[config.mk]
export PLATFORM = sky130hd
export DESIGN_NAME = pulse_level_decoder
export DESIGN_NICKNAME = d
export VERILOG_FILES = /design/src/rtl/pld_pkg.sv /design/src/rtl/lane_wdog.sv /design/src/rtl/lane_latch.sv /design/src/rtl/pulse_level_decoder.sv
export SDC_FILE = /design/constraint.sdc
export NUM_CORES = 1
export LEC_CHECK = 0
export ABC_CLOCK_PERIOD_IN_PS = 2100
export BUFFER_PORTS_ARGS = -buffer_cell sky130_fd_sc_hd__buf_4
export CAP_MARGIN = 20
export CORE_MARGIN = 2
export CORE_UTILIZATION = 53
export CTS_CLUSTER_DIAMETER = 200
export DETAILED_ROUTE_END_ITERATION = 16
export PLACE_DENSITY_LB_ADDON = 0.3
export REMOVE_ABC_BUFFERS = 1
export SLEW_MARGIN = 20
export SYNTH_ARGS = -nofsm -noshare
export SYNTH_HDL_FRONTEND = slang
export SYNTH_HIERARCHICAL = 1
export SYNTH_SLANG_ARGS = --single-unit
[constraint.sdc]
create_clock -name clk -period 2.1 [get_ports clk]
set_clock_uncertainty 0.2 [all_clocks]
set_input_delay 0.315 -clock clk [delete_from_list [all_inputs] [get_ports clk]]
set_output_delay 0.315 -clock clk [all_outputs]
set_load 0.01 [all_outputs]
[src/rtl/pld_pkg.sv]
package pld_pkg;

  // Strobe code per lane, formed as {clear, set}
  typedef enum logic [1:0] {
    EV_IDLE  = 2'b00,
    EV_SET   = 2'b01,
    EV_CLR   = 2'b10,
    EV_CLASH = 2'b11
  } pulse_ev_e;

  function automatic pulse_ev_e classify(input logic s, input logic c);
    return pulse_ev_e'({c, s});
  endfunction

  function automatic logic is_valid(input pulse_ev_e ev);
    return (ev == EV_SET) || (ev == EV_CLR);
  endfunction

endpackage

[src/rtl/lane_wdog.sv]
module lane_wdog #(
  parameter int LIMIT = 500
) (
  input  logic clk,
  input  logic rst,
  input  logic reload,
  output logic expire_d,
  output logic expired_q
);
  localparam int CW = $clog2(LIMIT + 1);
  localparam logic [CW-1:0] LIM_V = CW'(LIMIT);

  logic [CW-1:0] cnt_q;
  logic [CW-1:0] cnt_d;

  always_comb begin
    if (reload)
      cnt_d = '0;
    else if (cnt_q != LIM_V)
      cnt_d = cnt_q + 1'b1;
    else
      cnt_d = cnt_q;
  end

  assign expire_d = (cnt_d == LIM_V);

  always_ff @(posedge clk) begin
    if (rst) begin
      cnt_q     <= LIM_V;
      expired_q <= 1'b1;
    end else begin
      cnt_q     <= cnt_d;
      expired_q <= expire_d;
    end
  end

  a_r7_no_wrap: assert property (@(posedge clk) disable iff (rst)
    (cnt_q == LIM_V && !reload) |=> (cnt_q == LIM_V && expired_q));

  a_r8_reload_clears: assert property (@(posedge clk) disable iff (rst)
    reload |=> (!expired_q && cnt_q == '0));

endmodule

[src/rtl/lane_latch.sv]
module lane_latch
  import pld_pkg::*;
(
  input  logic      clk,
  input  logic      rst,
  input  pulse_ev_e ev,
  input  logic      force_low,
  output logic      level_q
);
  always_ff @(posedge clk) begin
    if (rst)
      level_q <= 1'b0;
    else begin
      unique case (ev)
        EV_SET:  level_q <= 1'b1;
        EV_CLR:  level_q <= 1'b0;
        default: if (force_low) level_q <= 1'b0;
      endcase
    end
  end

  a_r2_set_high: assert property (@(posedge clk) disable iff (rst)
    (ev == EV_SET) |=> level_q);

  a_r3_clr_low: assert property (@(posedge clk) disable iff (rst)
    (ev == EV_CLR) |=> !level_q);

  a_r5_clash_hold: assert property (@(posedge clk) disable iff (rst)
    (ev == EV_CLASH && !force_low) |=> $stable(level_q));

endmodule

[src/rtl/pulse_level_decoder.sv]
module pulse_level_decoder
  import pld_pkg::*;
#(
  parameter int LANES       = 2,
  parameter int WDOG_CYCLES = 500
) (
  input  logic             clk,
  input  logic             rst,
  input  logic [LANES-1:0] set_strb,
  input  logic [LANES-1:0] clr_strb,
  output logic [LANES-1:0] level_out,
  output logic [LANES-1:0] timeout
);

  for (genvar i = 0; i < LANES; i++) begin : g_lane
    pulse_ev_e ev;
    logic      reload;
    logic      expire_d;

    assign ev     = classify(set_strb[i], clr_strb[i]);
    assign reload = is_valid(ev);

    lane_wdog #(.LIMIT(WDOG_CYCLES)) u_wdog (
      .clk       (clk),
      .rst       (rst),
      .reload    (reload),
      .expire_d  (expire_d),
      .expired_q (timeout[i])
    );

    lane_latch u_latch (
      .clk       (clk),
      .rst       (rst),
      .ev        (ev),
      .force_low (expire_d),
      .level_q   (level_out[i])
    );

    a_r6_timeout_low: assert property (@(posedge clk) disable iff (rst)
      timeout[i] |-> !level_out[i]);

    a_r4_hold_quiet: assert property (@(posedge clk) disable iff (rst)
      (!set_strb[i] && !clr_strb[i]) |=> (timeout[i] || $stable(level_out[i])));

    a_r8_recover: assert property (@(posedge clk) disable iff (rst)
      (timeout[i] && (set_strb[i] ^ clr_strb[i])) |=> (!timeout[i] && (level_out[i] == $past(set_strb[i]))));
  end

endmodule

==> results.env, run 1 <==
REQUIRED_PS=2170
YS_WARN_COUNT=6
COMB_POWER_SHARE_PCT=36.8
CTS_BUFFERS=3
YOSYS_REGISTER_BITS=22
FF2FF_PATH_DEPTH=9
POST_SYNTH_MAIN_AREA_CONTRIBUTORS='sky130_fd_sc_hd__dfxtp_1 32%, sky130_fd_sc_hd__xnor2_1 5.1%, sky130_fd_sc_hd__xor2_1 5.1%'
MAX-SLEW-MARGIN-REL_PCT=79.8
CTSHOLDBUFFERS=0
SLEW_VIOL_FINAL=0
PORT_BUFFERS=9
POWER_DENSITY_nW_PER_UM2=597
FAILED_CHECKS='negative setup slack'
STARTPOINT_TYPE='flop'
FIRSTDRTPASSITERS=6
HOLD_DEPTH=2
HOLD_END='g_lane[1].u_wdog/cnt_q[3]$_SDFF_PP0_'
SYNTH.TOP_CELLS.BY_COUNT='22 x sky130_fd_sc_hd__dfxtp_1, 10 x sky130_fd_sc_hd__nand2_1, 10 x sky130_fd_sc_hd__nor2_1, 10 x sky130_fd_sc_hd__o21ai_0'
DIE-AREA_SQ_UM=2990
WIRELENGTH_UM=4480
TIMING.RR.END='g_lane[0].u_latch/level_q$_SDFFE_PP0P_'
WORSTMARGINPINSLEW_PS=300
CLOCK_SINKS=22
SYNTH_AREA_LEADER_CELL='sky130_fd_sc_hd__dfxtp_1'
YS.FLOP_TYPE='sky130_fd_sc_hd__dfxtp_1'
POSTSYNTH.ASYNCRESETSHARE_PCT=0
POWER_SWITCHING_mW=0.401
GRT_FIRST_PASS_WIRELENGTH_UM=5870
POWER.INTERNAL_mW=0.775
GP_ROUTABILITY_CONGESTION=0.885
SYNTH_EDF_COUNT=0
POST-ROUTE-DRC-COUNT=0
GRT_ANTENNA_BEFORE_REPAIR=0
YS_SEQ_AREA_SHARE_PCT=32.4
ROUTE.DETAILED.WL_PER_INST_UM=19.6
FINAL_NET_COUNT=210
PLACED_CELLS=218
SETUP_TNS_PS=-30.1
CRIT_PATH_MAX_FANOUT=3
GRT.TOTAL_USAGE_PCT=27.3
DETAILED_PLACE_HPWL_UM=2420
MAX_CAPACITANCE_VIOLATION_COUNT=0
SEQ_POWER_SHARE_PCT=42.0
PERIOD_SHARE_PCT=101
CLOCK_PIN_TRANSITION_ON_THE_WORST_SETUP_AND_HOLD_TIMING_PATHS_PS=140
LAYOUT-AREA-OVERHEAD-VS-SYNTH_PCT=44.8
VIA_PER_INSTANCE_RATIO=6.30
FP.COREAREA_SQ_UM=2450
TOP_LEVEL_PORTS=10
HOLD_PATH.CLASS='in2reg'
ANTENNA_VIOLATING_NETS_POST_ROUTE=0
UNREPAIRED_SETUP_ENDPOINTS_AFTER_GLOBAL_ROUTING='yes'
FINALCRITICALPERIOD_PS=2130
POST_SYNTH_NUM_CELL_TYPES=38
DRIVE_ABOVE_1_SHARE_PCT=53.8
DETAILROUTE.VIA_COUNT=1442
CTS-ROOT-BUF='sky130_fd_sc_hd__clkbuf_4'
FMAX_GHz=0.470
SYNTHMOSTINSTANTIATEDCELL='sky130_fd_sc_hd__dfxtp_1'
WORST-SETUP-PATH-TYPE='reg2reg'
INSTANCES_NO_FILL=229
TRITONCTS='built'
DIE_WIDTH_UM=54.7
SYNTH_AREA_SQ_UM=1360
NUMBER_OF_GLOBAL_ROUTE_VIAS_BEFORE_REPAIR=1259
FINAL.SETUP.WORST_SLACK_PS=-28.7
SETUP_CRIT_END_KIND='flop'
STATUS='finished, violations left'
GR-TOTAL-OVERFLOW=0
CLK_PATH_BUF_DEPTH=2
POWER.SWITCHING_FRACTION_PCT=34.1
CTS_HTREE_LEVELS=1
PRE_CTS_WS_PS=-73.6
N_DIODES=0
WORST_R2R_STARTPOINT='g_lane[0].u_wdog/cnt_q[0]$_SDFF_PP0_'
TIMING.FINAL.SETUP_VIOLATIONS=2
HOLD_VIOL=0
GRT_MAX_DEGREE=13
ARRIVAL_PS=2200
INITIAL_CORE_UTIL_PCT=55.5
WORST-R2R-SETUP-SLACK_PS=-30
SYNTH.TOP_CELL.AREA_SHARE_PCT=32.4
CLOCK_LATENCY_ON_THE_WORST_SKEW_PAIR_PS=320
CLKPWRFRAC_PCT=21.2
ROWS=18
POST_SYNTH_INST_COUNT=152
DRTITER0DRC=84
WORSTHOLDSTART='rst'
VDD_DROP_MAX_uV=457
FLOORPLAN.DIE.HEIGHT_UM=54.7
CELLLEAKAGEPOWER_nW=0.756
SYN_AREA_PER_CELL_SQ_UM=8.96
-- stage by stage --
stage | util (%) | total power [mW] | cell area, sq um | hold WS (ps)
final | 80.3 | 1.18 | 1970 | 27.2
after global placement | 68.5 | 0.787 | 1680 | 332
after floorplan | - | 0.656 | 1330 | 180
after detailed placement | 68.5 | 0.802 | 1680 | 341
after CTS | 74.6 | 1.09 | 1830 | 33.6
after global routing | 80.3 | 1.22 | 1970 | 18.1
-- critical path, stage by stage (launching register included) --
cell	delay, ps
sky130_fd_sc_hd__dfxtp_2	390
sky130_fd_sc_hd__inv_2	60
sky130_fd_sc_hd__ha_4	280
sky130_fd_sc_hd__nor2_1	60
sky130_fd_sc_hd__and3_4	170
sky130_fd_sc_hd__o311ai_4	330
sky130_fd_sc_hd__nor3_2	100
sky130_fd_sc_hd__nand2b_4	140
sky130_fd_sc_hd__maj3_2	290
sky130_fd_sc_hd__nor2_2	70
-- cell usage in the layout (no fill, tap or decap), drive strengths merged, types with 4 or more instances in the layout --
cell,count
dfxtp,22
inv,8
xnor2,8
nand2,10
nor2,14
nor3,8
buf,49
o21ai,10
ha,4
clkbuf,4
o31ai,6
nand4,6
xor2,8
nand3,4
-- registers in the layout (all words and copies together), names as in the netlist --
register and count:
g_lane.u_wdog/cnt_q 18, g_lane.u_wdog/expired_q 2, g_lane.u_latch/level_q 2
-- worst max-delay path by stage --
stage                                    startpoint  slack, ps  depth (start not counted)                                endpoint
2_1_floorplan  g_lane[0].u_wdog/cnt_q[0]$_SDFF_PP0_          8                          9  g_lane[0].u_latch/level_q$_SDFFE_PP0P_
3_3_place_gp   g_lane[0].u_wdog/cnt_q[0]$_SDFF_PP0_        -30                          9  g_lane[0].u_latch/level_q$_SDFFE_PP0P_
3_5_place_dp   g_lane[0].u_wdog/cnt_q[0]$_SDFF_PP0_        -70                          9  g_lane[0].u_latch/level_q$_SDFFE_PP0P_
4_1_cts        g_lane[1].u_wdog/cnt_q[0]$_SDFF_PP0_         10                          9  g_lane[1].u_latch/level_q$_SDFFE_PP0P_
5_1_grt        g_lane[0].u_wdog/cnt_q[0]$_SDFF_PP0_       -100                          9  g_lane[0].u_latch/level_q$_SDFFE_PP0P_
6_report       g_lane[0].u_wdog/cnt_q[0]$_SDFF_PP0_        -30                          9  g_lane[0].u_latch/level_q$_SDFFE_PP0P_
-- power groups by stage --
stage	sequential (mW)	combinational [mW]	clock, mW
final	0.494	0.432	0.249
after global placement	0.492	0.295	0
after floorplan	0.505	0.151	0
after CTS	0.486	0.358	0.247
after detailed placement	0.493	0.309	0
after global routing	0.499	0.454	0.264
-- kinds of logic (layout without fill, tap and decap cells) --
family / Yosys count / count (layout) / share of synthesized area, %
compound gates: 32 / 32 / 18.9
flops: 22 / 22 / 32.4
fa+ha+maj: 6 / 6 / 5.33
simple gates: 60 / 60 / 27.0
xor+xnor: 16 / 16 / 10.3
buf+inv: 14 / 61 / 4.60
mux: 2 / 2 / 1.47
-- area by class of cell --
type / instances / area [sq um]
flip-flops and latches: 22 / 452
inverters: 8 / 30.0
well taps: 30 / 37.5
multi-input cells: 116 / 1040
clock buffers: 4 / 36.3
fillers: 120 / 484
repair buffers: 49 / 379
-- repair_timing --
item                                    CTS  global route
buffers inserted                          4             3
gates resized for setup                  16            26
pin swaps                                 8             8
endpoints found under the setup margin    2             2
cloned                                    0             0
-- metal layers --
layer | part of all wire (%) | routed length, um | vias to the layer above | track usage, %
li1 | - | - | 643 | -
met1 | 40 | 1780 | 676 | 36.0
met2 | 48 | 2130 | 104 | 44.8
met3 | 9.8 | 441 | 19 | 4.37
met4 | 2.8 | 125 | 0 | 9.17
met5 | 0 | 0 | - | 0
Power figures use the tool's default switching activity.
==> run 2: changes to the inputs <==
--- a/config.mk
+++ b/config.mk
@@ -8,11 +8,12 @@
 export ABC_CLOCK_PERIOD_IN_PS = 2100
 export BUFFER_PORTS_ARGS = -buffer_cell sky130_fd_sc_hd__buf_4
 export CAP_MARGIN = 20
-export CORE_MARGIN = 2
+export CORE_MARGIN = 10
 export CORE_UTILIZATION = 53
 export CTS_CLUSTER_DIAMETER = 200
+export CTS_CLUSTER_SIZE = 25
 export DETAILED_ROUTE_END_ITERATION = 16
-export PLACE_DENSITY_LB_ADDON = 0.3
+export PLACE_DENSITY = 0.74
 export REMOVE_ABC_BUFFERS = 1
 export SLEW_MARGIN = 20
 export SYNTH_ARGS = -nofsm -noshare
==> run 2 against run 1 <==
The flow still finishes with violations (negative setup slack). Count of clock-buffer cells in the layout stayed put. Utilization decreased by 0.92 points. Via count down 6.3%. Total power down 2.6%. Fmax fell by 0.13%. Setup slack got worse by 2.9 ps. Combinational power shrank 4.6%. Critical endpoint is now g_lane[1].u_latch/level_q$_SDFFE_PP0P_. Largest cell class unchanged.
==> results.env, run 2 (synthesized netlist as in run 1, its figures left out) <==
CTS_BUFFERS=3  # unchanged
DIE-AREA_SQ_UM=5000  # +67%
FLOORPLAN.DIE.HEIGHT_UM=70.7  # +29%
VDD_DROP_MAX_uV=435  # -4.9%
NUMBER_OF_GLOBAL_ROUTE_VIAS_BEFORE_REPAIR=1387  # +10%
FF2FF_PATH_DEPTH=10  # +1
FP.COREAREA_SQ_UM=2450  # unchanged
TRITONCTS='built'
CRIT_PATH_MAX_FANOUT=4  # +1
WORST-R2R-SETUP-SLACK_PS=-30  # about the same
CELLLEAKAGEPOWER_nW=0.749  # -0.99%
COMB_POWER_SHARE_PCT=36.0  # -0.8 points
FINAL_NET_COUNT=210  # unchanged
DRIVE_ABOVE_1_SHARE_PCT=53.3  # -0.50 points
FILL_CELLS=158  # +32%
WORSTMARGINPINSLEW_PS=310  # +9.90 ps
PERIOD_SHARE_PCT=102  # +0.14 points
MAX_FLOP_REGISTER='g_lane.u_wdog/cnt_q'
GRT_ANTENNA_BEFORE_REPAIR=0  # unchanged
CLK_PATH_BUF_DEPTH=2  # unchanged
LARGEST_REG_FLOPS=18  # unchanged
MOST-COMMON-LAYOUT-CELLS='48 x sky130_fd_sc_hd__buf_4, 17 x sky130_fd_sc_hd__dfxtp_1, 10 x sky130_fd_sc_hd__nor2_1, 10 x sky130_fd_sc_hd__nand2_1, 10 x sky130_fd_sc_hd__o21ai_0'
GP_ROUTABILITY_CONGESTION=0.868  # -2.0%
DESIGN_POWER_TOTAL_mW=1.15  # -2.6%
GRT.TOTAL_USAGE_PCT=16.0  # -11 points
TOP_LEVEL_PORTS=10  # unchanged
GRT_FIRST_PASS_WIRELENGTH_UM=6780  # +16%
POST-ROUTE-DRC-COUNT=0  # unchanged
REG.LARGEST.LIST='g_lane.u_wdog/cnt_q x18, g_lane.u_latch/level_q x2, g_lane.u_wdog/expired_q x2'
MOSTFREQUENTLAYOUTCELL='sky130_fd_sc_hd__buf_4'
WORST-SETUP-PATH-TYPE='reg2reg'
HOLD_DEPTH=2  # unchanged
ANTENNA_VIOLATING_NETS_POST_ROUTE=0  # unchanged
POWER.INTERNAL_mW=0.771  # -0.48%
TIMING.FINAL.SETUP_VIOLATIONS=2  # unchanged
PORT_BUFFERS=9  # unchanged
FINALCRITICALPERIOD_PS=2130  # +2.85 ps
WORSTHOLDSTART='rst'
ROUTE.DETAILED.WL_PER_INST_UM=17.9  # -8.6%
INSTANCES_NO_FILL=229  # unchanged
WIRELENGTH_UM=4100  # -8.6%
CRITICAL_PATH.TOP_DELAY_FAMILY='simple AND/OR/NAND/NOR gates'
ROWS=18  # unchanged
POWER_SWITCHING_mW=0.374  # -6.6%
MAX-SLEW-MARGIN-REL_PCT=79.3  # -0.57 points
GR-TOTAL-OVERFLOW=0  # unchanged
VIA_PER_INSTANCE_RATIO=5.90  # -6.3%
CRITICAL_PATH.SLOWEST_CELL='sky130_fd_sc_hd__dfxtp_4'
N_DIODES=0  # unchanged
FIN_UTIL_PCT=79.4  # -0.92 points
CRITPATHBUFINV=2  # +1
REQUIRED_PS=2170  # about the same
DRTITER0DRC=114  # +36%
LAYOUT-AREA-OVERHEAD-VS-SYNTH_PCT=43.1
UNREPAIRED_SETUP_ENDPOINTS_AFTER_GLOBAL_ROUTING='yes'
SEQ_POWER_SHARE_PCT=42.9  # +0.9 points
FINAL.SETUP.WORST_SLACK_PS=-31.6  # -2.85 ps
PLACED_CELLS=215  # -1.4%
GRT_MAX_DEGREE=13  # unchanged
DIE_WIDTH_UM=70.7  # +29%
WORST_R2R_STARTPOINT='g_lane[1].u_wdog/cnt_q[1]$_SDFF_PP0_'
FIRSTDRTPASSITERS=4  # -2
STARTPOINT_TYPE='flop'
CTSHOLDBUFFERS=0  # unchanged
MAX_CAPACITANCE_VIOLATION_COUNT=0  # unchanged
CLKPWRFRAC_PCT=21.1  # about the same
HOLD_END='g_lane[1].u_latch/level_q$_SDFFE_PP0P_'
DETAILED_PLACE_HPWL_UM=2740  # +13%
CLOCK_LATENCY_ON_THE_WORST_SKEW_PAIR_PS=320  # about the same
CTS_HTREE_LEVELS=1  # unchanged
SETUP_CRIT_END_KIND='flop'
TIMING.RR.END='g_lane[1].u_latch/level_q$_SDFFE_PP0P_'
CLOCK_SINKS=22  # unchanged
CP_CELL_SEQUENCE='inv_4 -> ha_4 -> nand4b_1 -> buf_4 -> nor2_4 -> o311ai_4 -> nor3_2 -> nand2b_4 -> maj3_2 -> nor2_2'
CRITICAL_PATH.MAX_STAGE_DELAY_PS=400  # about the same
DETAILROUTE.VIA_COUNT=1351  # -6.3%
INITIAL_CORE_UTIL_PCT=55.5  # unchanged
POWER.SWITCHING_FRACTION_PCT=32.7  # -1.4 points
FMAX_GHz=0.469  # -0.13%
SLEW_VIOL_FINAL=0  # unchanged
FAILED_CHECKS='negative setup slack'
HOLD_VIOL=0  # unchanged
POWER_DENSITY_nW_PER_UM2=588  # -1.4%
CLOCK_PIN_TRANSITION_ON_THE_WORST_SETUP_AND_HOLD_TIMING_PATHS_PS=140  # about the same
HOLD_PATH.CLASS='in2reg'
CTS-ROOT-BUF='sky130_fd_sc_hd__clkbuf_4'
STATUS='finished, violations left'
ARRIVAL_PS=2200  # about the same
-- run 2: changes by cell type in the layout (fill, tap and decap cells not counted), moves of 2 or more --
cell	delta
sky130_fd_sc_hd__dfxtp_1	+2
sky130_fd_sc_hd__nand3_1	+2
sky130_fd_sc_hd__dfxtp_2	-2
sky130_fd_sc_hd__buf_6	-2
sky130_fd_sc_hd__buf_4	+2
-- run 2: repair_timing --
item | 4_1_cts | 5_1_grt
endpoints found under the setup margin | 2 | 2
cloned | 0 | 0
resized for setup | 22 | 15
setup buffers | 6 | 5
pin swaps | 5 | 12
-- run 2: layout make-up --
cell class	count	area (sq um)	share of cell area [%]
Inverter	8	32.5	1.67
Clock buffer	4	36.3	1.86
Multi-Input combinational cell	116	1020	52.4
Sequential cell	22	449	23.1
Tap cell	30	37.5	1.93
Timing Repair Buffer	49	372	19.1
-- run 2: per-stage QoR --
stage / setup TNS, ps / setup WS [ps] / area (sq um) / hold slack [ps]
2_1_floorplan: 0 / 7.52 / 1330 / 180
3_3_place_gp: -69.1 / -50.5 / 1660 / 338
3_5_place_dp: -154 / -116 / 1660 / 347
4_1_cts: -2.95 / -2.95 / 1860 / 31.3
5_1_grt: -198 / -108 / 1950 / 30.1
6_report: -33.0 / -31.6 / 1950 / 29.0
-- run 2: power by group through the flow --
stage,sequential [mW],clock (mW),combinational [mW]
finish,0.491,0.242,0.412
global route,0.495,0.259,0.438
CTS,0.486,0.245,0.377
detailed placement,0.494,0,0.311
global placement,0.491,0,0.296
floorplan,0.505,0,0.151
-- run 2: worst max path at each step --
stage / startpoint / to / slack (ps) / cells past startpoint
2_1_floorplan: g_lane[0].u_wdog/cnt_q[0]$_SDFF_PP0_ / g_lane[0].u_latch/level_q$_SDFFE_PP0P_ / 8 / 9
3_3_place_gp: g_lane[1].u_wdog/cnt_q[1]$_SDFF_PP0_ / g_lane[1].u_latch/level_q$_SDFFE_PP0P_ / -50 / 9
3_5_place_dp: g_lane[1].u_wdog/cnt_q[1]$_SDFF_PP0_ / g_lane[1].u_latch/level_q$_SDFFE_PP0P_ / -120 / 9
4_1_cts: g_lane[1].u_wdog/cnt_q[0]$_SDFF_PP0_ / g_lane[1].u_latch/level_q$_SDFFE_PP0P_ / -3 / 9
5_1_grt: g_lane[1].u_wdog/cnt_q[0]$_SDFF_PP0_ / g_lane[1].u_latch/level_q$_SDFFE_PP0P_ / -110 / 10
6_report: g_lane[1].u_wdog/cnt_q[1]$_SDFF_PP0_ / g_lane[1].u_latch/level_q$_SDFFE_PP0P_ / -30 / 10
-- run 2: layer usage --
| layer | up-vias | global-route usage (%) | wire length (um) |
|---|---|---|---|
| li1 | 643 | - | - |
| met3 | 10 | 2.37 | 162 |
| met2 | 46 | 30.3 | 2240 |
| met5 | - | 0 | 0 |
| met1 | 652 | 17.1 | 1600 |
| met4 | 0 | 6.45 | 97 |
